$ cat src/rtl/nfc_pkg.sv
package nfc_pkg;

  typedef enum logic [3:0] {
    ST_READ, ST_IDENT, ST_KEY1, ST_KEY2, ST_PGM_ARG,
    ST_ERK0, ST_ERK1, ST_ERK2,
    ST_PGM_BUSY, ST_CHIP_BUSY, ST_SECT_BUSY, ST_SECT_HOLD
  } seq_state_t;

  localparam logic [2:0] MD_ARRAY = 3'd0;
  localparam logic [2:0] MD_IDENT = 3'd1;
  localparam logic [2:0] MD_PGM   = 3'd2;
  localparam logic [2:0] MD_ERASE = 3'd3;
  localparam logic [2:0] MD_HOLD  = 3'd4;

  localparam logic [7:0] CB_KEY_A = 8'hAA;
  localparam logic [7:0] CB_KEY_B = 8'h55;
  localparam logic [7:0] CB_RESET = 8'hF0;
  localparam logic [7:0] CB_IDENT = 8'h90;
  localparam logic [7:0] CB_PGM   = 8'hA0;
  localparam logic [7:0] CB_ERASE = 8'h80;
  localparam logic [7:0] CB_CHIP  = 8'h10;
  localparam logic [7:0] CB_SECT  = 8'h30;
  localparam logic [7:0] CB_PAUSE = 8'hB0;

  localparam int KEY_W = 15;

  // Expected 16-bit comparison pattern for the first/second key address.
  function automatic logic [15:0] key_pattern(input logic bmode, input logic second);
    if (bmode) return second ? 16'h5555 : 16'hAAAA;
    else       return second ? 16'h2AAA : 16'h5555;
  endfunction

  // Word form compares addr[14:0]; byte form appends the byte select bit.
  function automatic logic key_hit(input logic [KEY_W-1:0] a, input logic lsb,
                                   input logic bmode, input logic second);
    logic [15:0] seen;
    seen = bmode ? {a, lsb} : {1'b0, a};
    return seen == key_pattern(bmode, second);
  endfunction

  function automatic logic [2:0] mode_of(input seq_state_t s);
    case (s)
      ST_IDENT:                  return MD_IDENT;
      ST_PGM_BUSY:               return MD_PGM;
      ST_CHIP_BUSY, ST_SECT_BUSY: return MD_ERASE;
      ST_SECT_HOLD:              return MD_HOLD;
      default:                   return MD_ARRAY;
    endcase
  endfunction

endpackage

$ cat src/rtl/nfc_we_sampler.sv
module nfc_we_sampler #(
  parameter int AW = 18,
  parameter int DW = 16
) (
  input  logic          clk,
  input  logic          rst_n,
  input  logic          we_n,
  input  logic [AW-1:0] addr,
  input  logic          addr_lsb,
  input  logic [DW-1:0] data,
  output logic          wr_stb,
  output logic [AW-1:0] cap_addr,
  output logic          cap_lsb,
  output logic [DW-1:0] cap_data
);

  logic we_q;
  logic we_fall;

  assign we_fall = we_q & ~we_n;

  always_ff @(posedge clk) begin
    if (!rst_n) begin
      we_q     <= 1'b1;
      wr_stb   <= 1'b0;
      cap_addr <= '0;
      cap_lsb  <= 1'b0;
      cap_data <= '0;
    end else begin
      we_q   <= we_n;
      wr_stb <= we_fall;
      if (we_fall) begin
        cap_addr <= addr;
        cap_lsb  <= addr_lsb;
        cap_data <= data;
      end
    end
  end

  // a strobe lasts one cycle and only follows a low write enable
  a_r2_strobe_single: assert property (@(posedge clk) disable iff (!rst_n)
    wr_stb |=> !wr_stb);
  a_r2_strobe_after_low: assert property (@(posedge clk) disable iff (!rst_n)
    wr_stb |-> !$past(we_n));

endmodule

$ cat src/rtl/nfc_key_match.sv
module nfc_key_match #(
  parameter int AW = 18
) (
  input  logic [AW-1:0] cap_addr,
  input  logic          cap_lsb,
  input  logic          byte_mode,
  output logic          hit_first,
  output logic          hit_second
);
  import nfc_pkg::*;

  logic [KEY_W-1:0] key_bits;
  assign key_bits = cap_addr[KEY_W-1:0];

  // bits above KEY_W-1 never reach the comparison
  assign hit_first  = key_hit(key_bits, cap_lsb, byte_mode, 1'b0);
  assign hit_second = key_hit(key_bits, cap_lsb, byte_mode, 1'b1);

  always_comb begin
    a_r3_keys_distinct: assert (!(hit_first && hit_second));
  end

endmodule

$ cat src/rtl/nfc_seq_fsm.sv
module nfc_seq_fsm #(
  parameter int AW = 18,
  parameter int DW = 16
) (
  input  logic                clk,
  input  logic                rst_n,
  input  logic                wr_stb,
  input  logic [AW-1:0]       cap_addr,
  input  logic [DW-1:0]       cap_data,
  input  logic                hit_first,
  input  logic                hit_second,
  input  logic                op_done,
  output nfc_pkg::seq_state_t state,
  output logic                go_pgm,
  output logic                go_chip,
  output logic                go_sect,
  output logic [AW-1:0]       op_addr,
  output logic [DW-1:0]       op_data
);
  import nfc_pkg::*;

  seq_state_t nxt;
  logic       n_pgm, n_chip, n_sect;
  logic [7:0] cmd;

  // only the low byte is a command
  assign cmd = cap_data[7:0];

  always_comb begin
    nxt    = state;
    n_pgm  = 1'b0;
    n_chip = 1'b0;
    n_sect = 1'b0;
    case (state)
      ST_PGM_BUSY, ST_CHIP_BUSY: begin
        if (op_done) nxt = ST_READ;
      end
      ST_SECT_BUSY: begin
        if (op_done) nxt = ST_READ;
        else if (wr_stb && cmd == CB_PAUSE) nxt = ST_SECT_HOLD;
      end
      ST_SECT_HOLD: begin
        if (wr_stb && cmd == CB_SECT) nxt = ST_SECT_BUSY;
      end
      default: begin
        if (wr_stb) begin
          nxt = ST_READ;
          case (state)
            ST_READ, ST_IDENT: begin
              if (cmd != CB_RESET && hit_first && cmd == CB_KEY_A) nxt = ST_KEY1;
            end
            ST_KEY1: if (hit_second && cmd == CB_KEY_B) nxt = ST_KEY2;
            ST_KEY2: begin
              if (hit_first) begin
                case (cmd)
                  CB_IDENT: nxt = ST_IDENT;
                  CB_PGM:   nxt = ST_PGM_ARG;
                  CB_ERASE: nxt = ST_ERK0;
                  default:  nxt = ST_READ;
                endcase
              end
            end
            ST_PGM_ARG: begin
              nxt   = ST_PGM_BUSY;
              n_pgm = 1'b1;
            end
            ST_ERK0: if (hit_first && cmd == CB_KEY_A) nxt = ST_ERK1;
            ST_ERK1: if (hit_second && cmd == CB_KEY_B) nxt = ST_ERK2;
            ST_ERK2: begin
              if (hit_first && cmd == CB_CHIP) begin
                nxt    = ST_CHIP_BUSY;
                n_chip = 1'b1;
              end else if (cmd == CB_SECT) begin
                nxt    = ST_SECT_BUSY;
                n_sect = 1'b1;
              end
            end
            default: nxt = ST_READ;
          endcase
        end
      end
    endcase
  end

  always_ff @(posedge clk) begin
    if (!rst_n) begin
      state   <= ST_READ;
      go_pgm  <= 1'b0;
      go_chip <= 1'b0;
      go_sect <= 1'b0;
      op_addr <= '0;
      op_data <= '0;
    end else begin
      state   <= nxt;
      go_pgm  <= n_pgm;
      go_chip <= n_chip;
      go_sect <= n_sect;
      if (n_pgm || n_sect) op_addr <= cap_addr;
      if (n_pgm)           op_data <= cap_data;
    end
  end

  // pause is entered only from a running sector erase
  a_r11_hold_entry: assert property (@(posedge clk) disable iff (!rst_n)
    (state == ST_SECT_HOLD && $past(state) != ST_SECT_HOLD) |-> $past(state) == ST_SECT_BUSY);
  // done does not end a paused erase
  a_r11_hold_ignores_done: assert property (@(posedge clk) disable iff (!rst_n)
    (state == ST_SECT_HOLD && op_done && !wr_stb) |=> state == ST_SECT_HOLD);
  // a step without a write never advances an unfinished sequence
  a_r9_idle_no_advance: assert property (@(posedge clk) disable iff (!rst_n)
    (!wr_stb && (state == ST_KEY1 || state == ST_KEY2 || state == ST_ERK0)) |=> $stable(state));

endmodule

$ cat src/rtl/nfc_cmd_decoder.sv
module nfc_cmd_decoder #(
  parameter int AW      = 18,
  parameter int DW      = 16,
  parameter int SECT_LO = 12
) (
  input  logic                  clk,
  input  logic                  rst_n,
  input  logic                  we_n,
  input  logic [AW-1:0]         addr,
  input  logic                  addr_lsb,
  input  logic [DW-1:0]         data,
  input  logic                  byte_mode,
  input  logic                  op_done,
  output logic [2:0]            mode,
  output logic                  start_program,
  output logic                  start_chip_erase,
  output logic                  start_sector_erase,
  output logic [AW-1:0]         tgt_addr,
  output logic [DW-1:0]         tgt_data,
  output logic [AW-SECT_LO-1:0] tgt_sector
);
  import nfc_pkg::*;

  logic          wr_stb;
  logic [AW-1:0] cap_addr;
  logic          cap_lsb;
  logic [DW-1:0] cap_data;
  logic          hit_first, hit_second;
  seq_state_t    state;

  nfc_we_sampler #(.AW(AW), .DW(DW)) u_smp (
    .clk(clk), .rst_n(rst_n), .we_n(we_n), .addr(addr), .addr_lsb(addr_lsb),
    .data(data), .wr_stb(wr_stb), .cap_addr(cap_addr), .cap_lsb(cap_lsb),
    .cap_data(cap_data)
  );

  nfc_key_match #(.AW(AW)) u_key (
    .cap_addr(cap_addr), .cap_lsb(cap_lsb), .byte_mode(byte_mode),
    .hit_first(hit_first), .hit_second(hit_second)
  );

  nfc_seq_fsm #(.AW(AW), .DW(DW)) u_fsm (
    .clk(clk), .rst_n(rst_n), .wr_stb(wr_stb), .cap_addr(cap_addr),
    .cap_data(cap_data), .hit_first(hit_first), .hit_second(hit_second),
    .op_done(op_done), .state(state), .go_pgm(start_program),
    .go_chip(start_chip_erase), .go_sect(start_sector_erase),
    .op_addr(tgt_addr), .op_data(tgt_data)
  );

  assign mode       = mode_of(state);
  assign tgt_sector = tgt_addr[AW-1:SECT_LO];

  // start pulses never overlap
  a_r8_starts_exclusive: assert property (@(posedge clk) disable iff (!rst_n)
    $onehot0({start_program, start_chip_erase, start_sector_erase}));
  a_r6_start_prog_mode: assert property (@(posedge clk) disable iff (!rst_n)
    start_program |-> mode == MD_PGM);
  a_r7_start_chip_mode: assert property (@(posedge clk) disable iff (!rst_n)
    start_chip_erase |-> mode == MD_ERASE);
  a_r8_start_sect_mode: assert property (@(posedge clk) disable iff (!rst_n)
    start_sector_erase |-> mode == MD_ERASE);
  // nothing new starts while programming, and done releases it
  a_r10_busy_no_start: assert property (@(posedge clk) disable iff (!rst_n)
    (mode == MD_PGM) |=> !(start_program || start_chip_erase || start_sector_erase));
  a_r10_done_releases: assert property (@(posedge clk) disable iff (!rst_n)
    (mode == MD_PGM && op_done) |=> mode == MD_ARRAY);
  // pulses last one cycle
  a_r6_prog_one_cycle: assert property (@(posedge clk) disable iff (!rst_n)
    start_program |=> !start_program);

endmodule

$ cat config.mk
export PLATFORM = sky130hd
export DESIGN_NAME = nfc_cmd_decoder
export DESIGN_NICKNAME = d
export VERILOG_FILES = /design/src/rtl/nfc_pkg.sv /design/src/rtl/nfc_we_sampler.sv /design/src/rtl/nfc_key_match.sv /design/src/rtl/nfc_seq_fsm.sv /design/src/rtl/nfc_cmd_decoder.sv
export SDC_FILE = /design/constraint.sdc
export NUM_CORES = 1
export LEC_CHECK = 0
export BUFFER_PORTS_ARGS = -buffer_cell sky130_fd_sc_hd__buf_4
export CAP_MARGIN = 20
export CORE_MARGIN = 2
export CORE_UTILIZATION = 35
export CTS_CLUSTER_DIAMETER = 40
export DETAILED_ROUTE_END_ITERATION = 16
export SYNTH_ARGS = -nofsm -noshare
export SYNTH_HDL_FRONTEND = slang
export SYNTH_SLANG_ARGS = --single-unit
$ cat constraint.sdc
create_clock -name clk -period 2.95 [get_ports clk]
set_input_delay 0.1475 -clock clk [delete_from_list [all_inputs] [get_ports clk]]
set_output_delay 0.1475 -clock clk [all_outputs]
set_load 0.05 [all_outputs]
# [After elaboration in Yosys (flattened, before gate mapping)]
# Index checks and enable logic that the tools add are counted.
# W data, S select, Z words.
[word_totals] memories=0 ramBits=0 wordCells=85 latch_bits=0 romBits=0 register_bits=78 output_inout_bits=46 input_bits=40
[classes] n_mul=0 n_shift=0 bitwise_logic=5 order_cmp=0 n_addsub=0 reduce_logical=16 div_mod_pow=0 n_eq_ne=25 muxes=28
[ops] op="$eq A8 B8 Y1 const B" count=5
[ops] op="$mux W16" count=2
[ops] op="$mux W4" count=8
[ops] op="$pmux W4 S7" count=1
[ops] op="$eq A16 B15 Y1" count=1
[ops] op="$eq A16 B16 Y1" count=1
[ops] op="$eq A4 B3 Y1 const B" count=4
[ops] op="$eq A4 B4 Y1 const B" count=4
[ops] op="$mux W15" count=1
[ops] op="$pmux W3 S4" count=1
[ops] op="$pmux W4 S3" count=1
[ops] op="$mux W1" count=9
[ops] op="$pmux W3 S3" count=1
[ops] op="$eq A4 B2 Y1 const B" count=2
[ops] op="$eq A8 B5 Y1 const B" count=1
[ops] op="$eq A8 B6 Y1 const B" count=1
[ops] op="$eq A8 B7 Y1 const B" count=1
[ops] op="$ne A8 B8 Y1 const B" count=1
[ops] op="$logic_and A1 B1 Y1" count=7
[ops] op="$reduce_or A7 Y1" count=1
[ops] op="$mux W3" count=2
[ops] op="$reduce_or A2 Y1" count=3
[ops] op="$eq A4 B1 Y1 const B" count=1
[ops] op="$logic_not A4 Y1" count=1
[ops] op="other kinds (10)" count=14

# [Logic depth before layout (Yosys ltp)]
# Gate-level depths: netlist (run 1).
[depth] word_depth=8 ltp_mapped=10 mapped_depth_nobuf=6

# [Modules after synthesis]
# Synthesis (run 1) repeated with hierarchy kept, for this count alone.
[unflattened] hier_cells=384 hier_area_um2=3463.3
[by_module_without_submodules] module="nfc_seq_fsm" cells_each=200 n_inst=1 area_each_um2=1760.4
[by_module_without_submodules] module="nfc_we_sampler" cells_each=157 n_inst=1 area_each_um2=1500.2
[by_module_without_submodules] module="nfc_key_match" cells_each=14 n_inst=1 area_each_um2=116.4
[by_module_without_submodules] module="nfc_cmd_decoder" cells_each=13 n_inst=1 area_each_um2=86.3

# [Worst setup path before layout (run 1)]
# OpenSTA, ideal clock, no wires.
[synth_timing] path_type="reg-to-reg" from="register u_fsm.state[3]" to="register u_fsm.state[2]" stages_incl_launch_ff=7 period_less_slack_ps=2495 arrival_ps=2376 n_path_buf=0 slack_ps=455 cell_sequence="dfxtp_1 nand2b_1 nor3_1 a2111o_1 a21boi_2 a31oi_1 a21oi_1"
[synth_via] elab_chain_cells=5
[synth_lines] element="from (decl)" line_no="nfc_seq_fsm.sv:13" rtl="output nfc_pkg::seq_state_t state,"
[synth_lines] element="from (signal assigned)" line_no="nfc_seq_fsm.sv:94" rtl="state <= nxt;"
[synth_lines] element="$eq A4 B1 Y1 / $logic_not A4 Y1 (equally long branches)" line_no="nfc_seq_fsm.sv:48" rtl="case (state)"
[synth_lines] element="$reduce_or A2 Y1" line_no="nfc_seq_fsm.sv:48"
[synth_lines] element="$pmux W4 S7" line_no="nfc_seq_fsm.sv:48"
[synth_lines] element="$mux W4" line_no="nfc_seq_fsm.sv:46" rtl="if (wr_stb) begin"
[synth_lines] element="$pmux W4 S3" line_no="nfc_seq_fsm.sv:34" rtl="case (state)"
# Parallel ways exist; a longest one is shown, timed or not. The select of a mux whose other input is x is not followed.
# A chain may end at the register's enable or synchronous reset.

# [Worst setup path after layout (run 1)]
[layout_timing] from="register u_fsm.state[2]" to="register u_fsm.op_addr[4]"
[layout_via] elab_chain_cells=5
[layout_lines] element="$eq A4 B3 Y1" line_no="nfc_seq_fsm.sv:48"
[layout_lines] element="$mux W1" line_no="nfc_seq_fsm.sv:48"
[layout_lines] element="$mux W1" line_no="nfc_seq_fsm.sv:46"
[layout_lines] element="$mux W1" line_no="nfc_seq_fsm.sv:34"
[layout_lines] element="$logic_or A1 B1 Y1 *" line_no="nfc_seq_fsm.sv:98" rtl="if (n_pgm || n_sect) op_addr <= cap_addr;"
[layout_lines] element="to (signal assigned)" line_no="nfc_seq_fsm.sv:98"
[layout_lines] element="to (decl)" line_no="nfc_seq_fsm.sv:17" rtl="output logic [AW-1:0] op_addr,"
# Every way passes the cells marked *; elsewhere a longest branch is shown, timed or not.

==> impl_metrics.sql, run 1 <==
INSERT INTO impl_metrics (metric_group, metric, value, unit) VALUES
('critical_path', 'crit_path_max_fanout', '17', ''),
('detailed_routing', 'dr.pass1.iters', '4', ''),
('clocking', 'worst_setup_hold_path_clk_slew', '0.09', 'ns'),
('timing', 'final.min_clock_period', '2.22', 'ns'),
('die', 'die_height', '99.3', 'microns'),
('min_path', 'timing.hold.worst.class', 'input port to flip-flop', ''),
('timing', 'tightest_slew', '0.634', 'ns'),
('global_routing', 'globalRouteTotalUtil', '17.0', '%'),
('yosys', 'post_synth_main_area_contributors', 'dfxtp_1 49%, nand2_1 13%, a21oi_1 8.8%', ''),
('yosys', 'synth_cell_type_count', '47', ''),
('die', 'die_area', '9850', 'sq um'),
('critical_path', 'worstSetupPathType', 'flip-flop to flip-flop', ''),
('place', 'globalplace.congestion', '0.908', ''),
('timing', 'finalSetupTns', '0', 'ns'),
('timing', 'final_period_utilization', '75.2', '%'),
('die', 'coreArea', '8760', 'sq um'),
('critical_path', 'setup.worst_path.end_class', 'flip-flop', ''),
('yosys', 'edff_count_synth', '0', ''),
('yosys', 'synth_top_area_cell', 'dfxtp_1', ''),
('yosys', 'synth-main-ff-cell', 'dfxtp_1', ''),
('detailed_routing', 'drc', '0', ''),
('final_layout', 'final_net_count', '494', ''),
('timing', 'fin_worst_skew', '0.0117', 'ns'),
('detailed_routing', 'dr_total_vias', '2815', ''),
('yosys', 'synthesis.area', '3180', 'sq um'),
('global_routing', 'grt_pass1_wl', '13.3', 'mm'),
('final_layout', 'post_route_cells_drive_above_1_share', '25.3', '%'),
('yosys', 'synthesis.area_per_instance', '8.34', 'sq um'),
('final_layout', 'area_growth', '27.4', '%'),
('flow_run', 'max-cap-violations', '0', ''),
('timing', 'grt_setup_unrepaired', 'false', ''),
('power_and_ir_drop', 'power.static_leakage', '1.57', 'nW'),
('global_routing', 'grt_pass1_vias', '2620', ''),
('detailed_routing', 'drt-vias-per-instance', '4.96', ''),
('power_and_ir_drop', 'ir_worst_vdd', '0.196', 'mV'),
('die', 'initial_utilization', '36.3', '%'),
('global_routing', 'globalRoute.totalOverflow', '0', ''),
('yosys', 'ys_ff_latch', '78', ''),
('place', 'detailed_place_hpwl', '5.84', 'mm'),
('critical_path', 'worst-endpoint-required', '3.16', 'ns'),
('critical_path', 'worstPathArrival', '2.42', 'ns'),
('clocking', 'cts-root-buf', 'clkbuf_8', ''),
('clocking', 'cts_buffer_depth', '2', ''),
('clocking', 'postCtsHoldBufs', '0', ''),
('global_routing', 'grt_antenna_before_repair', '0', ''),
('die', 'die_width', '99.3', 'microns'),
('critical_path', 'crit_path_frequent_cell', 'buf_4', ''),
('critical_path', 'timing.critical_path.slowest_stage_cell', 'dfxtp_1', ''),
('timing', 'post_route_hold_slack', '0.0330', 'ns'),
('die', 'ios', '86', ''),
('timing', 'setup_violations_final', '0', ''),
('global_routing', 'grt_start_max_net_pins', '39', ''),
('yosys', 'number_of_warnings_printed_during_yosys_synthesis', '0', ''),
('place', 'port-buffer-count', '85', ''),
('yosys', 'synth_top_area_share', '49.2', '%'),
('yosys', 'synth.net_count', '421', ''),
('critical_path', 'crit_path_max_incr_delay', '0.51', 'ns'),
('timing', 'final_hold_viol_count', '0', ''),
('yosys', 'async_reset_ff_share', '0', '%'),
('timing', 'clock.fmax', '0.451', 'GHz'),
('timing', 'maxSlewViolCount', '0', ''),
('run_status', 'outcome', 'complete, no violations', ''),
('clocking', 'cts.sink_count', '78', ''),
('die', 'row_count', '34', ''),
('clocking', 'post_cts.resized_instances', '0', ''),
('final_layout', 'antenna_diode_count', '0', ''),
('critical_path', 'startpoint_type', 'flip-flop', ''),
('detailed_routing', 'ant_nets', '0', ''),
('yosys', 'netlist_instances', '381', ''),
('detailed_routing', 'routedWlPerCell', '14.9', 'microns'),
('detailed_routing', 'route.final.wire_length', '8.42', 'mm'),
('detailed_routing', 'drt_iter0_markers', '148', ''),
('clocking', 'h-tree-depth', '3', ''),
('timing', 'maxSlewHeadroom', '57.7', '%'),
('clocking', 'cts_tree', 'done', ''),
('clocking', 'worst_skew_pair.late_latency', '0.35', 'ns'),
('clocking', 'setup_repair_bufs_after_cts', '0', ''),
('critical_path', 'crit_chain', 'nor2b_4 > and3_1 > and2_1 > buf_4 > a21o_1 > buf_4 > mux2i_1 > nor2_1', ''),
('clocking', 'tritoncts.num_buffers', '9', ''),
('power_and_ir_drop', 'power_density', '539', 'nW/um^2'),
('yosys', 'synth.yosys.seq_area_share', '49.2', '%');
[kinds of logic (layout without fill, tap and decap cells)]
family	Yosys count	in the layout	share of synthesized area [%]
buffers and inverters	33	111	5.83
multiplexers	19	19	5.99
AO/OA/AOI/OAI	69	69	12.4
flip-flops	78	78	49.2
AND/OR/NAND/NOR	182	182	26.6
[layer usage]
layer / vias up / track usage [%] / wire [microns]
met4: 0 / 6.53 / 120
met3: 8 / 3.58 / 347
met2: 63 / 26.6 / 3890
met1: 1322 / 23.2 / 4070
met5: - / 0 / 0
li1: 1422 / - / -
[sequential cells by signal, indices dropped and copies added (netlist names)]
name,flops
u_fsm.go_chip,1
u_fsm.go_pgm,1
u_fsm.go_sect,1
u_fsm.op_addr,18
u_fsm.op_data,16
u_fsm.state,4
u_smp.cap_addr,18
u_smp.cap_data,16
u_smp.cap_lsb,1
u_smp.we_q,1
u_smp.wr_stb,1
[cells in the mapped netlist (all sizes together) (3+ instances only)]
master,n
nor4b,3
nor3,5
nand3,3
mux2i,19
buf,10
nand2,113
nand2b,5
a21oi,56
dfxtp,78
clkbuf,18
nor4,3
nor4bb,3
nand4,3
inv,5
nor2,28
[worst max-delay path: cells and delay by family, from the launching register on]
| kind | cells | cell delay, ns |
|---|---|---|
| and+or+nand+nor | 4 | 0.64 |
| buffers and inverters | 2 | 0.54 |
| DFF | 1 | 0.51 |
| AOI/OAI and AO/OA | 1 | 0.15 |
| muxes | 1 | 0.22 |
[through the flow]
step | utilization (%) | power (W) | setup WS, ns | cells | cell area [sq um]
after CTS | 46.2 | 0.00220 | 0.730 | 567 | 4050
after floorplan | - | 0.00123 | 0.455 | 381 | 3180
after global routing | 46.2 | 0.00227 | 0.582 | 567 | 4050
final | 46.2 | 0.00218 | 0.732 | 567 | 4050
after global placement | 43.6 | 0.00131 | 0.763 | 551 | 3820
after detailed placement | 43.6 | 0.00131 | 0.751 | 551 | 3820
[power breakdown]
part	internal (W)	switching (W)
registers	0.00108	0.0000358
logic	0.0000737	0.0000949
clock network	0.000500	0.000396
total	0.00166	0.000526
[final timing paths]
kind	startpoint	cells after the start	slack (ns)	end
worst max-delay path	u_fsm.state[2]	8	0.73	u_fsm.op_addr[4]
worst max register to register	u_fsm.state[2]	8	0.73	u_fsm.op_addr[4]
worst min register to register	u_smp.cap_data[10]	2	0.45	u_fsm.op_data[10]
worst min-delay path	data[15]	3	0.03	u_smp.cap_data[15]
[layout make-up]
cell class,instances,area (sq um)
Clock inverter,5,82.6
Clock buffer,11,141
Inverter,5,18.8
Fill cell,885,4720
Multi-Input combinational cell,270,1430
Timing Repair Buffer,90,676
Sequential cell,78,1560
Tap cell,108,135
[cell usage in the layout (no fill, tap or decap), types with 3 or more instances in the layout]
master,instances
a21oi_1,56
buf_4,90
clkbuf_8,10
clkinvlp_4,3
dfxtp_1,78
inv_1,4
mux2i_1,19
nand2_1,113
nand2b_1,5
nand3_1,3
nand4_1,3
nor2_1,27
nor3_1,4
nor4_1,3
nor4b_1,3
nor4bb_1,3
No activity file was read; power rests on OpenSTA's default activity.
==> run 2: changes to the inputs <==
==> constraint.sdc (replaced) <==
create_clock -name clk -period 2.2 [get_ports clk]
set_input_delay 0.11 -clock clk [delete_from_list [all_inputs] [get_ports clk]]
set_output_delay 0.11 -clock clk [all_outputs]
set_load 0.05 [all_outputs]
==> impl_metrics.sql, run 2 (synthesis results as in run 1) <==
INSERT INTO impl_metrics (metric_group, metric, value, unit) VALUES
('clocking', 'cts.sink_count', '78', ''),
('critical_path', 'timing.critical_path.slowest_stage_cell', 'or4b_4', ''),
('critical_path', 'setup.worst_path.end_class', 'flip-flop', ''),
('timing', 'final_hold_viol_count', '0', ''),
('critical_path', 'crit_path_max_incr_delay', '0.58', 'ns'),
('clocking', 'tritoncts.num_buffers', '9', ''),
('clocking', 'cts-root-buf', 'clkbuf_8', ''),
('timing', 'maxSlewHeadroom', '61.2', '%'),
('timing', 'maxSlewViolCount', '0', ''),
('critical_path', 'critical_path.reg2reg.endpoint', 'u_fsm.state[1]', ''),
('die', 'die_area', '9850', 'sq um'),
('critical_path', 'worstPathArrival', '2.27', 'ns'),
('power_and_ir_drop', 'ir_worst_vdd', '0.305', 'mV'),
('die', 'coreArea', '8760', 'sq um'),
('die', 'ios', '86', ''),
('critical_path', 'worst-endpoint-required', '2.46', 'ns'),
('detailed_routing', 'route.final.wire_length', '8.28', 'mm'),
('detailed_routing', 'routedWlPerCell', '14.3', 'microns'),
('global_routing', 'grt_antenna_before_repair', '0', ''),
('critical_path', 'worst_r2r_startpoint', 'u_smp.cap_data[6]', ''),
('detailed_routing', 'drt_iter0_markers', '207', ''),
('timing', 'finalSetupTns', '0', 'ns'),
('timing', 'setup_violations_final', '0', ''),
('detailed_routing', 'drt-vias-per-instance', '4.96', ''),
('final_layout', 'antenna_diode_count', '0', ''),
('final_layout', 'area_growth', '32.2', '%'),
('global_routing', 'globalRoute.totalOverflow', '0', ''),
('critical_path', 'crit_path_max_fanout', '5', ''),
('critical_path', 'timing.critical_path.to', 'u_fsm.state[1]', ''),
('critical_path', 'r2r_setup_slack', '0.19', 'ns'),
('clocking', 'cts_buffer_depth', '2', ''),
('detailed_routing', 'dr_total_vias', '2873', ''),
('clocking', 'cts_tree', 'done', ''),
('flow_run', 'max-cap-violations', '0', ''),
('detailed_routing', 'dr.pass1.iters', '4', ''),
('global_routing', 'grt_pass1_wl', '13.6', 'mm'),
('die', 'initial_utilization', '36.3', '%'),
('clocking', 'worst_setup_hold_path_clk_slew', '0.09', 'ns'),
('min_path', 'timing.hold.worst.class', 'input port to flip-flop', ''),
('clocking', 'worst_skew_pair.late_latency', '0.34', 'ns'),
('timing', 'tightest_slew', '0.580', 'ns'),
('global_routing', 'globalRouteTotalUtil', '17.1', '%'),
('critical_path', 'worstSetupPathType', 'flip-flop to flip-flop', ''),
('power_and_ir_drop', 'power_density', '694', 'nW/um^2'),
('global_routing', 'grt_start_max_net_pins', '50', ''),
('die', 'die_height', '99.3', 'microns'),
('critical_path', 'worst-r2r-cell-count', '6', ''),
('final_layout', 'mostFrequentLayoutCell', 'nand2_1', ''),
('clocking', 'h-tree-depth', '3', ''),
('timing', 'fin_worst_skew', '0.0105', 'ns'),
('power_and_ir_drop', 'power.static_leakage', '1.64', 'nW'),
('detailed_routing', 'ant_nets', '0', ''),
('critical_path', 'crit_chain', 'or4b_4 > nor2_1 > or4b_1 > a21boi_2 > o221ai_1 > o31ai_2', ''),
('place', 'port-buffer-count', '85', ''),
('final_layout', 'final_net_count', '506', ''),
('place', 'globalplace.congestion', '0.982', ''),
('critical_path', 'worst_setup_path_startpoint', 'u_smp.cap_data[6]', ''),
('place', 'detailed_place_hpwl', '5.75', 'mm'),
('timing', 'final_period_utilization', '91.4', '%'),
('detailed_routing', 'drc', '0', ''),
('global_routing', 'grt_pass1_vias', '2735', ''),
('final_layout', 'final_cell_mix', '113 x nand2_1, 90 x buf_4, 77 x dfxtp_1', ''),
('final_layout', 'top_regs', 'u_fsm.op_addr: 18 flops, u_smp.cap_addr: 18 flops', ''),
('final_layout', 'post_route_cells_drive_above_1_share', '25.9', '%'),
('timing', 'clock.fmax', '0.497', 'GHz'),
('timing', 'post_route_hold_slack', '0.00628', 'ns'),
('die', 'die_width', '99.3', 'microns'),
('timing', 'final.min_clock_period', '2.01', 'ns'),
('die', 'row_count', '34', ''),
('timing', 'grt_setup_unrepaired', 'false', ''),
('run_status', 'outcome', 'complete, no violations', ''),
('critical_path', 'startpoint_type', 'flip-flop', '');
## run 2: cell types whose count changed in the layout (fill, tap and decap cells not counted), sizes merged
cell	change
clkinvlp	-2
buf	+3
clkinv	+3
dlygate4sd3	+9
clkbuf	-1
## run 2: cell type report
cell class / instances / area, sq um
tap: 108 / 135
clock buffer: 10 / 128
inverter: 5 / 18.8
multi-input combinational: 270 / 1440
sequential: 78 / 1560
clock inverter: 6 / 86.3
timing repair buffer: 102 / 826
fill: 883 / 4560
## run 2: metrics by stage
stage	worst slack, ns	instance area [sq um]	total power [W]	utilization [%]	instances
floorplan	0.196	3180	0.00165	-	381
global placement	0.117	3890	0.00177	44.4	554
detailed placement	0.200	3890	0.00177	44.4	554
CTS	0.154	4190	0.00294	47.8	579
global route	0.0358	4200	0.00303	47.9	579
finish	0.190	4200	0.00291	47.9	579
## run 2: power breakdown
part | internal [W] | total (W) | switching [W]
logic | 0.000119 | 0.000253 | 0.000135
registers | 0.00145 | 0.00150 | 0.0000432
clock network | 0.000638 | 0.00117 | 0.000527
## run 2: worst min path at each step
| stage | startpoint | to | slack, ns | cells after the start |
|---|---|---|---|---|
| CTS | data[12] | u_smp.cap_data[12] | 0.002 | 3 |
| global placement | we_n | u_smp.we_q | 0.35 | 2 |
| floorplan | rst_n | u_smp.we_q | 0.21 | 1 |
| global route | data[12] | u_smp.cap_data[12] | 0.004 | 3 |
| finish | data[15] | u_smp.cap_data[15] | 0.006 | 3 |
| detailed placement | we_n | u_smp.we_q | 0.36 | 2 |
## run 2: repair_timing
action                                 4_1_cts  5_1_grt
gates resized for setup                      0        2
setup endpoints to repair                    0        3
buffers inserted                             0        0
endpoints found under the hold margin        9        0
hold buffers                                 9        0
## run 2: critical path: cells and delay by family, from the launching register on
family	cells	cell delay, ns
AND/OR/NAND/NOR	3	1.14
AO/OA/AOI/OAI	3	0.43
flip-flops	1	0.35
## run 2: per-layer routing
metal,wire length [microns],track usage (%)
met1,3800,23.5
met2,3820,26.2
met3,531,3.58
met4,125,7.17
met5,0,0
==> run 3: changes to the inputs <==
--- a/config.mk
+++ b/config.mk
@@ -8,9 +8,10 @@
 export BUFFER_PORTS_ARGS = -buffer_cell sky130_fd_sc_hd__buf_4
 export CAP_MARGIN = 20
 export CORE_MARGIN = 2
-export CORE_UTILIZATION = 35
+export CORE_UTILIZATION = 52
 export CTS_CLUSTER_DIAMETER = 40
 export DETAILED_ROUTE_END_ITERATION = 16
+export PLACE_DENSITY = 0.79
 export SYNTH_ARGS = -nofsm -noshare
 export SYNTH_HDL_FRONTEND = slang
 export SYNTH_SLANG_ARGS = --single-unit
==> impl_metrics.sql, run 3 (synthesis results as in run 1) <==
INSERT INTO impl_metrics (metric_group, metric, value, unit) VALUES
('run_status', 'outcome', 'complete, no violations', ''),
('critical_path', 'worstPathArrival', '2.35', 'ns'),
('clocking', 'post_cts.resized_instances', '0', ''),
('critical_path', 'worst-endpoint-required', '2.45', 'ns'),
('timing', 'clock.fmax', '0.476', 'GHz'),
('place', 'port-buffer-count', '85', ''),
('final_layout', 'area_growth', '27.5', '%'),
('power_and_ir_drop', 'total_power_consumption', '0.00280', 'W'),
('detailed_routing', 'route.final.wire_length', '7.67', 'mm'),
('clocking', 'worst_skew_pair.late_latency', '0.34', 'ns'),
('detailed_routing', 'dr.pass1.iters', '4', ''),
('detailed_routing', 'dr_total_vias', '2860', ''),
('clocking', 'cts_tree', 'done', ''),
('min_path', 'timing.hold.worst.class', 'input port to flip-flop', ''),
('timing', 'setup_violations_final', '0', ''),
('final_layout', 'post-route-util', '68.4', '%'),
('die', 'ios', '86', ''),
('timing', 'grt_setup_unrepaired', 'false', ''),
('die', 'row_count', '28', ''),
('timing', 'tightest_slew', '0.623', 'ns'),
('global_routing', 'grt_pass1_wl', '12.6', 'mm'),
('power_and_ir_drop', 'ir_worst_vdd', '0.464', 'mV'),
('clocking', 'setup_repair_bufs_after_cts', '0', ''),
('final_layout', 'top_regs', 'u_fsm.op_addr: 18 flops, u_smp.cap_addr: 18 flops', ''),
('power_and_ir_drop', 'power_density', '691', 'nW/um^2'),
('timing', 'final.min_clock_period', '2.10', 'ns'),
('timing', 'final_hold_viol_count', '0', ''),
('die', 'die_width', '82.2', 'microns'),
('clocking', 'cts_buffer_depth', '2', ''),
('timing', 'final_period_utilization', '95.5', '%'),
('clocking', 'cts.sink_count', '78', ''),
('place', 'detailed_place_hpwl', '5.38', 'mm'),
('clocking', 'postCtsHoldBufs', '0', ''),
('critical_path', 'startpoint_type', 'flip-flop', ''),
('critical_path', 'worst-r2r-cell-count', '6', ''),
('final_layout', 'mostFrequentLayoutCell', 'nand2_1', ''),
('flow_run', 'max-cap-violations', '0', ''),
('critical_path', 'crit_path_max_fanout', '6', ''),
('detailed_routing', 'drt-vias-per-instance', '5.32', ''),
('final_layout', 'filler_cell_count', '504', ''),
('die', 'die_height', '82.2', 'microns'),
('clocking', 'worst_setup_hold_path_clk_slew', '0.08', 'ns'),
('detailed_routing', 'drt_iter0_markers', '123', ''),
('die', 'coreArea', '5920', 'sq um'),
('critical_path', 'worstSetupPathType', 'flip-flop to flip-flop', ''),
('global_routing', 'grt_start_max_net_pins', '38', ''),
('detailed_routing', 'drc', '0', ''),
('die', 'die_area', '6750', 'sq um'),
('global_routing', 'grt_antenna_before_repair', '0', ''),
('clocking', 'h-tree-depth', '3', ''),
('final_layout', 'final_net_count', '498', ''),
('detailed_routing', 'ant_nets', '0', ''),
('timing', 'finalSetupTns', '0', 'ns'),
('clocking', 'tritoncts.num_buffers', '9', ''),
('final_layout', 'post_route_cells_drive_above_1_share', '26.1', '%'),
('place', 'globalplace.congestion', '0.914', ''),
('clocking', 'cts-root-buf', 'clkbuf_8', ''),
('final_layout', 'antenna_diode_count', '0', ''),
('global_routing', 'globalRoute.totalOverflow', '0', ''),
('power_and_ir_drop', 'power.static_leakage', '1.60', 'nW'),
('timing', 'maxSlewViolCount', '0', ''),
('timing', 'maxSlewHeadroom', '58.4', '%'),
('final_layout', 'final_cell_mix', '113 x nand2_1, 92 x buf_4, 78 x dfxtp_1', ''),
('critical_path', 'setup.worst_path.end_class', 'flip-flop', ''),
('global_routing', 'grt_pass1_vias', '2703', ''),
('detailed_routing', 'routedWlPerCell', '14.2', 'microns'),
('die', 'initial_utilization', '53.7', '%'),
('min_path', 'min_delay_path_depth', '3', ''),
('global_routing', 'globalRouteTotalUtil', '24.4', '%'),
('timing', 'fin_worst_skew', '0.0103', 'ns');
-- run 3: cell count changes in the layout (fill, tap and decap cells not counted), sizes merged --
| cell | before | now |
|---|---|---|
| buf | 93 | 94 |
| bufinv | 2 | 1 |
| dlygate4sd3 | 9 | 0 |
| clkinv | 3 | 1 |
| clkbuf | 10 | 13 |
-- run 3: layout make-up --
cell class	instances	area, sq um	share of cell area, %
tap	75	93.8	2.32
clock buffer	13	159	3.92
timing repair buffer	94	731	18.0
sequential	78	1560	38.6
multi-input combinational	270	1440	35.7
clock inverter	3	42.5	1.05
inverter	5	18.8	0.463
-- run 3: path summary, 6_finish.rpt --
| kind | from | endpoint | slack [ns] |
|---|---|---|---|
| worst max-delay path | u_smp.cap_data[5] | u_fsm.state[1] | 0.1 |
| worst min-delay path | data[15] | u_smp.cap_data[15] | 0.01 |
| worst max register to register | u_smp.cap_data[5] | u_fsm.state[1] | 0.1 |
| worst min register to register | u_smp.cap_data[11] | u_fsm.op_data[11] | 0.45 |
-- run 3: metal layers --
layer	routed length (microns)	vias up	GRT usage [%]
met5	0	-	0
met4	119	0	8.00
met3	464	11	4.02
met2	3730	108	40.2
met1	3350	1309	32.7
li1	-	1432	-
-- run 3: per-stage QoR --
stage	cell area [sq um]	cells	setup slack [ns]	hold slack [ns]
after floorplan	3180	381	0.196	0.205
after global placement	3840	522	0.182	0.358
after detailed placement	3840	522	0.162	0.364
after CTS	4040	538	0.120	0.00297
after global routing	4050	538	0.0103	0.00816
final	4050	538	0.0988	0.0125
-- run 3: where the power goes --
part	total [W]	switching [W]	leakage, nW	internal [W]
Combinational	0.000233	0.000128	0.865	0.000105
Clock	0.00107	0.000484	0.0996	0.000586
Sequential	0.00150	0.0000440	0.635	0.00145
Total	0.00280	0.000655	1.60	0.00214
-- run 3: critical path, cell delays in order, from the launching register on --
cell      delay (ns)
dfxtp_1         0.44
or4b_4          0.53
nor2_1          0.12
or4b_1          0.48
a21boi_2        0.19
o221ai_1        0.15
o31ai_2         0.08
